**config.mk**
```make
export PLATFORM = sky130hd
export DESIGN_NAME = rx_rts_hysteresis
export DESIGN_NICKNAME = d
export VERILOG_FILES = /design/src/rtl/rts_hys_pkg.sv /design/src/rtl/rts_hys_rst_sync.sv /design/src/rtl/rts_hys_level_sel.sv /design/src/rtl/rts_hys_flow.sv /design/src/rtl/rts_hys_rxirq.sv /design/src/rtl/rx_rts_hysteresis.sv
export SDC_FILE = /design/constraint.sdc
export NUM_CORES = 1
export LEC_CHECK = 0
export BUFFER_PORTS_ARGS = -buffer_cell sky130_fd_sc_hd__buf_2
export CORE_MARGIN = 1
export CORE_UTILIZATION = 35
export CTS_BUF_LIST = sky130_fd_sc_hd__clkbuf_4
export CTS_CLUSTER_SIZE = 20
export DETAILED_ROUTE_END_ITERATION = 16
export PLACE_DENSITY = 0.71
export SKIP_CTS_REPAIR_TIMING = 1
export SLEW_MARGIN = 25
export SYNTH_ARGS = -nofsm -noshare
export SYNTH_HDL_FRONTEND = slang
export SYNTH_HIERARCHICAL = 1
export SYNTH_SLANG_ARGS = --single-unit
```
**constraint.sdc**
```tcl
create_clock -name clk -period 1.11 [get_ports clk]
set_input_delay 0.1665 -clock clk [delete_from_list [all_inputs] [get_ports clk]]
set_output_delay 0.1665 -clock clk [all_outputs]
set_load 0.05 [all_outputs]
```
**src/rtl/rts_hys_pkg.sv**
```systemverilog
package rts_hys_pkg;
  // Handshake line levels (active-low ready)
  typedef enum logic {
    RTS_READY = 1'b0,
    RTS_STOP  = 1'b1
  } rts_lvl_e;

  localparam int LEGACY_STEPS = 16;
endpackage

```
**src/rtl/rts_hys_rst_sync.sv**
```systemverilog
module rts_hys_rst_sync (
  input  logic clk,
  input  logic rst_n,
  output logic rst_sync_n
);
  logic [1:0] sync_q;

  always_ff @(posedge clk or negedge rst_n) begin
    if (!rst_n) sync_q <= 2'b00;
    else        sync_q <= {sync_q[0], 1'b1};
  end

  assign rst_sync_n = sync_q[1];
endmodule

```
**src/rtl/rts_hys_level_sel.sv**
```systemverilog
module rts_hys_level_sel #(
  parameter int DEPTH = 128,
  parameter int LVL_W = $clog2(DEPTH + 1)
) (
  input  logic [LVL_W-1:0] lvl_tx,
  input  logic [LVL_W-1:0] lvl_rx,
  input  logic [LVL_W-1:0] thr_hi,
  input  logic [LVL_W-1:0] thr_lo,
  input  logic [3:0]       legacy_code,
  output logic [LVL_W-1:0] trip_hi,
  output logic [LVL_W-1:0] trip_lo,
  output logic [LVL_W-1:0] trip_rx
);
  import rts_hys_pkg::*;

  localparam int STEP = DEPTH / LEGACY_STEPS;

  logic             ext_mode;
  logic [LVL_W-1:0] leg_hi;
  logic [LVL_W-1:0] leg_lo;
  logic [LVL_W-1:0] ext_rx;

  // legacy table computed arithmetically
  always_comb begin
    leg_lo = LVL_W'(int'(legacy_code) * STEP);
    leg_hi = LVL_W'((int'(legacy_code) + 1) * STEP);
  end

  // any non-zero extended register selects the extended source
  always_comb begin
    ext_mode = |{lvl_tx, lvl_rx, thr_hi, thr_lo};
    ext_rx   = (lvl_rx == '0) ? LVL_W'(1) : lvl_rx;
    if (ext_mode) begin
      trip_hi = thr_hi;
      trip_lo = thr_lo;
      trip_rx = ext_rx;
    end else begin
      trip_hi = leg_hi;
      trip_lo = leg_lo;
      trip_rx = leg_hi;
    end
  end
endmodule

```
**src/rtl/rts_hys_flow.sv**
```systemverilog
module rts_hys_flow #(
  parameter int LVL_W = 8
) (
  input  logic             clk,
  input  logic             rst_n,
  input  logic             flow_en,
  input  logic [LVL_W-1:0] count,
  input  logic [LVL_W-1:0] trip_hi,
  input  logic [LVL_W-1:0] trip_lo,
  output logic             rts_n
);
  import rts_hys_pkg::*;

  rts_lvl_e rts_q, rts_d;
  logic     rts_upd;

  always_comb begin
    if (!flow_en)               rts_d = RTS_READY;
    else if (count >= trip_hi)  rts_d = RTS_STOP;
    else if (count <= trip_lo)  rts_d = RTS_READY;
    else                        rts_d = rts_q;
    rts_upd = (rts_d != rts_q);
  end

  always_ff @(posedge clk or negedge rst_n) begin
    if (!rst_n)       rts_q <= RTS_READY;
    else if (rts_upd) rts_q <= rts_d;
  end

  assign rts_n = rts_q;

  p_off_when_disabled_r2: assert property (@(posedge clk) disable iff (!rst_n)
    !flow_en |=> (rts_n == 1'b0));

  p_trip_high_r3: assert property (@(posedge clk) disable iff (!rst_n)
    (flow_en && count >= trip_hi) |=> (rts_n == 1'b1));

  p_release_low_r4: assert property (@(posedge clk) disable iff (!rst_n)
    (flow_en && count < trip_hi && count <= trip_lo) |=> (rts_n == 1'b0));

  p_hold_band_r5: assert property (@(posedge clk) disable iff (!rst_n)
    (flow_en && count < trip_hi && count > trip_lo) |=> $stable(rts_n));
endmodule

```
**src/rtl/rts_hys_rxirq.sv**
```systemverilog
module rts_hys_rxirq #(
  parameter int LVL_W = 8
) (
  input  logic             clk,
  input  logic             rst_n,
  input  logic [LVL_W-1:0] count,
  input  logic [LVL_W-1:0] trip_rx,
  output logic             rx_irq
);
  logic irq_q, irq_d, irq_upd;

  always_comb begin
    irq_d   = (count >= trip_rx);
    irq_upd = (irq_d != irq_q);
  end

  always_ff @(posedge clk or negedge rst_n) begin
    if (!rst_n)       irq_q <= 1'b0;
    else if (irq_upd) irq_q <= irq_d;
  end

  assign rx_irq = irq_q;

  p_irq_set_r9: assert property (@(posedge clk) disable iff (!rst_n)
    (count >= trip_rx) |=> rx_irq);

  p_irq_clear_r9: assert property (@(posedge clk) disable iff (!rst_n)
    (count < trip_rx) |=> !rx_irq);
endmodule

```
**src/rtl/rx_rts_hysteresis.sv**
```systemverilog
module rx_rts_hysteresis #(
  parameter int DEPTH = 128,
  parameter int LVL_W = $clog2(DEPTH + 1)
) (
  input  logic             clk,
  input  logic             rst_n,
  input  logic             flow_en,
  input  logic [LVL_W-1:0] lvl_tx,
  input  logic [LVL_W-1:0] lvl_rx,
  input  logic [LVL_W-1:0] thr_hi,
  input  logic [LVL_W-1:0] thr_lo,
  input  logic [3:0]       legacy_code,
  input  logic [LVL_W-1:0] fifo_count,
  output logic             rts_n,
  output logic             rx_irq
);
  logic             rst_sync_n;
  logic [LVL_W-1:0] trip_hi, trip_lo, trip_rx;

  rts_hys_rst_sync u_rst (
    .clk(clk), .rst_n(rst_n), .rst_sync_n(rst_sync_n)
  );

  rts_hys_level_sel #(.DEPTH(DEPTH), .LVL_W(LVL_W)) u_sel (
    .lvl_tx(lvl_tx), .lvl_rx(lvl_rx), .thr_hi(thr_hi), .thr_lo(thr_lo),
    .legacy_code(legacy_code),
    .trip_hi(trip_hi), .trip_lo(trip_lo), .trip_rx(trip_rx)
  );

  rts_hys_flow #(.LVL_W(LVL_W)) u_flow (
    .clk(clk), .rst_n(rst_sync_n), .flow_en(flow_en), .count(fifo_count),
    .trip_hi(trip_hi), .trip_lo(trip_lo), .rts_n(rts_n)
  );

  rts_hys_rxirq #(.LVL_W(LVL_W)) u_irq (
    .clk(clk), .rst_n(rst_sync_n), .count(fifo_count),
    .trip_rx(trip_rx), .rx_irq(rx_irq)
  );

  // outputs quiet while held in reset
  p_reset_quiet_r1: assert property (@(posedge clk)
    !rst_sync_n |-> (!rts_n && !rx_irq));
endmodule

```
==> impl_metrics.py <==
metrics = {
    "die": {
        "io-pin-count": 49,
        "area_inside_the_core_boundary_mm2": 0.002805,
        "std_cell_rows": 19,
        "die_outline_area_mm2": 0.003241,
        "die_w_um": 56.93,
        "dieHeight_um": 56.93,
        "initial_utilization_pct": 37.64,
    },
    "placement": {
        "globalplace.congestion": 0.8934,
        "portbufs": 48,
        "pre_cts_slack_ns": -1.371,
        "place_hpwl_mm": 2.855,
        "place_area_mm2": 0.001604,
    },
    "global_route": {
        "overflow": 0,
        "grt_antenna_before_repair": 0,
        "grt_start_max_net_pins": 9,
        "grt_first_pass_wirelength_mm": 5.078,
        "globalRouteTotalUtil_pct": 20.10,
        "grt_pass1_vias": 1238,
    },
    "logic_synthesis": {
        "synth_commonest_cells": "inv_1, ha_1, clkbuf_1",
        "synth.avg_cell_area_um2": 7.940,
        "synth.top_cell.area_share_pct": 29.62,
        "post-synth-top-count-cell": "inv_1",
        "synth_top_flop_cell": "dfrtp_1",
        "ys_async_sr_fraction_pct": 100.0,
        "synth_sequential_area_ratio_pct": 9.479,
        "syn-instance-count": 133,
        "yosysWarnings": 6,
        "synth_fp_nets": 205,
        "synth.cell_area_mm2": 0.001056,
        "synthTopCellsByArea": "ha_1, inv_1, dfrtp_1",
        "synth_largest_area_cell": "ha_1",
        "synth-edff-count": 0,
        "synth.ff_latch_count": 4,
        "ys_types": 35,
    },
    "detailed_routing": {
        "drc": 4,
        "drt-total-wl_mm": 3.565,
        "drtIter0Drc": 32,
        "route.detailed.vias_per_inst": 5.248,
        "dr_total_vias": 1270,
        "routedWlPerCell_um": 14.73,
        "detailedRoute.firstPassIterationCount": 10,
        "antenna_violating_nets_remaining": 0,
    },
    "flow_run": {
        "max_cap_violations": 0,
    },
    "sta": {
        "timing_max_transition_violations_final": 0,
        "grt_setup_unrepaired": "yes",
        "achievable-frequency_ghz": 0.4609,
        "post-route-min-period_ns": 2.170,
        "setup_ws_ns": -1.060,
        "worst_clock_skew_ns": 0.001084,
        "tns_ns": -2.055,
        "number_of_endpoints_with_negative_hold_slack_in_the_final_report": 0,
        "period_share_pct": 195.5,
        "setup_viol": 2,
        "whs_ns": 0.02113,
    },
    "critical_path": {
        "critical_path.max_fanout": 7,
        "critical_path_class": "input port to flip-flop",
        "cp.arrival_ns": 2.27,
        "critical_path.endpoint_type": "flip-flop",
        "cp-start-kind": "input port",
        "crit_required_ns": 1.21,
    },
    "clock_tree": {
        "max-clock-path-buffers": 2,
        "clockRootBuffer": "clkbuf_4",
        "clkSlewWorstSetupHoldPaths_ns": 0.04,
        "clock_insertion_delay_worst_skew_ns": 0.23,
        "cts_htree_levels": 1,
        "cts_made_buffers": 3,
        "cts_num_sinks": 4,
        "cts_tree": "done",
    },
    "cells_and_area": {
        "multi_input_gate_area_in_the_final_layout_mm2": 0.001033,
        "n_fill_cell": 223,
        "layout-area-overhead-vs-synth_pct": 78.67,
        "layout_cell_share_with_drive_strength_beyond_1_pct": 55.45,
        "num_antenna_cells": 0,
        "sequential_cell_area_um2": 100.1,
        "finish.instance_area_mm2": 0.001887,
        "final_nets": 285,
    },
    "power": {
        "power-per-cell-area_mw_per_mm2": 511.8,
        "p_leak_nw": 0.9703,
        "p_total_w": 0.0009657,
        "power.ir.vdd_worst_mv": 0.5824,
    },
    "outcome": {
        "status": "finished with violations",
        "failed_checks": "design-rule violations, negative setup slack",
    },
    "hold_path": {
        "min_path_type": "flip-flop to async pin",
    },
}
-- registers in the layout, summed over array words and instances (netlist names) --
| signal | count |
|---|---|
| u_flow/rts_n | 1 |
| u_rst/sync_q | 2 |
| u_irq/rx_irq | 1 |
-- layout by cell type, fill, tap and decap left out, types with 2 or more instances in the layout --
| cell | Yosys | routed |
|---|---|---|
| and4_4 | 0 | 2 |
| o31ai_1 | 6 | 2 |
| buf_6 | 1 | 9 |
| o31ai_2 | 0 | 2 |
| inv_1 | 30 | 27 |
| buf_2 | 0 | 41 |
| nand2b_1 | 2 | 2 |
| o21ai_1 | 1 | 3 |
| buf_4 | 1 | 35 |
| nor4_4 | 0 | 8 |
| inv_2 | 0 | 3 |
| o31ai_4 | 0 | 2 |
| dfrtp_1 | 4 | 4 |
| ha_4 | 0 | 5 |
| nand4_4 | 1 | 2 |
| a21oi_1 | 5 | 4 |
| nand3_1 | 4 | 4 |
| nand4_1 | 2 | 2 |
| a21o_1 | 4 | 4 |
| clkbuf_4 | 0 | 3 |
| a211oi_1 | 2 | 2 |
| ha_1 | 25 | 19 |
| a31o_1 | 8 | 8 |
| o211ai_1 | 2 | 2 |
-- critical path, cell delays in order --
cell      delay, ns
buf_2          0.12
nor4_4         0.33
and4_4         0.33
a31o_1         0.18
inv_2          0.05
ha_4           0.21
a211oi_2       0.17
nor2_1         0.06
o221a_1        0.24
o41a_1         0.41
-- report_power, final --
group | switching (W) | internal (W)
clock network | 0.0000534 | 0.000121
logic | 0.000309 | 0.000318
registers | 0.00000516 | 0.000159
total | 0.000368 | 0.000598
-- final timing paths --
| check | from | to | slack (ns) | depth (start not counted) |
|---|---|---|---|---|
| worst max-delay path | lvl_rx[5] | u_flow/rts_n$_DFFE_PN0P_ | -1.06 | 10 |
| max in group asynchronous | rst_n | u_rst/sync_q[0]$_DFF_PN0_ | 0.76 | 2 |
| worst max register to register | u_flow/rts_n$_DFFE_PN0P_ | u_flow/rts_n$_DFFE_PN0P_ | 0.07 | 2 |
| worst min-delay path | u_rst/sync_q[1]$_DFF_PN0_ | u_irq/rx_irq$_DFFE_PN0P_ | 0.02 | 0 |
| min in group clk | flow_en | u_flow/rts_n$_DFFE_PN0P_ | 0.18 | 2 |
| worst min register to register | u_rst/sync_q[1]$_DFF_PN0_ | u_irq/rx_irq$_DFFE_PN0P_ | 0.02 | 0 |
-- cells by family (layout without fill, tap and decap cells) --
logic type | count (synthesis) | count (layout) | share of synthesized area, %
buf+inv | 41 | 119 | 15.64
compound gates | 35 | 35 | 25.71
fa+ha+maj | 25 | 25 | 29.62
simple gates | 25 | 25 | 17.53
flops | 4 | 4 | 9.479
xor+xnor | 2 | 2 | 1.659
other cells | 1 | 1 | 0.3551
-- routing by layer --
| layer | global-route usage, % | wire [um] |
|---|---|---|
| met1 | 23.12 | 1424 |
| met4 | 5.226 | 48 |
| met5 | 0 | 0 |
| met3 | 3.855 | 152 |
| met2 | 37.82 | 1939 |
-- layout make-up --
class                      count  area share (%)
clock buffer                   3           1.194
inverter                      30           5.968
multi-input combinational     88           54.77
sequential                     4           5.305
tap                           31           2.056
timing repair buffer          86           30.70
-- through the flow --
stage,std cells,utilization [%]
CTS,235,57.98
finish,242,67.26
detailed placement,232,57.18
floorplan,133,-
global placement,232,57.18
global route,242,67.26
No activity file was read; power rests on OpenSTA's default activity.
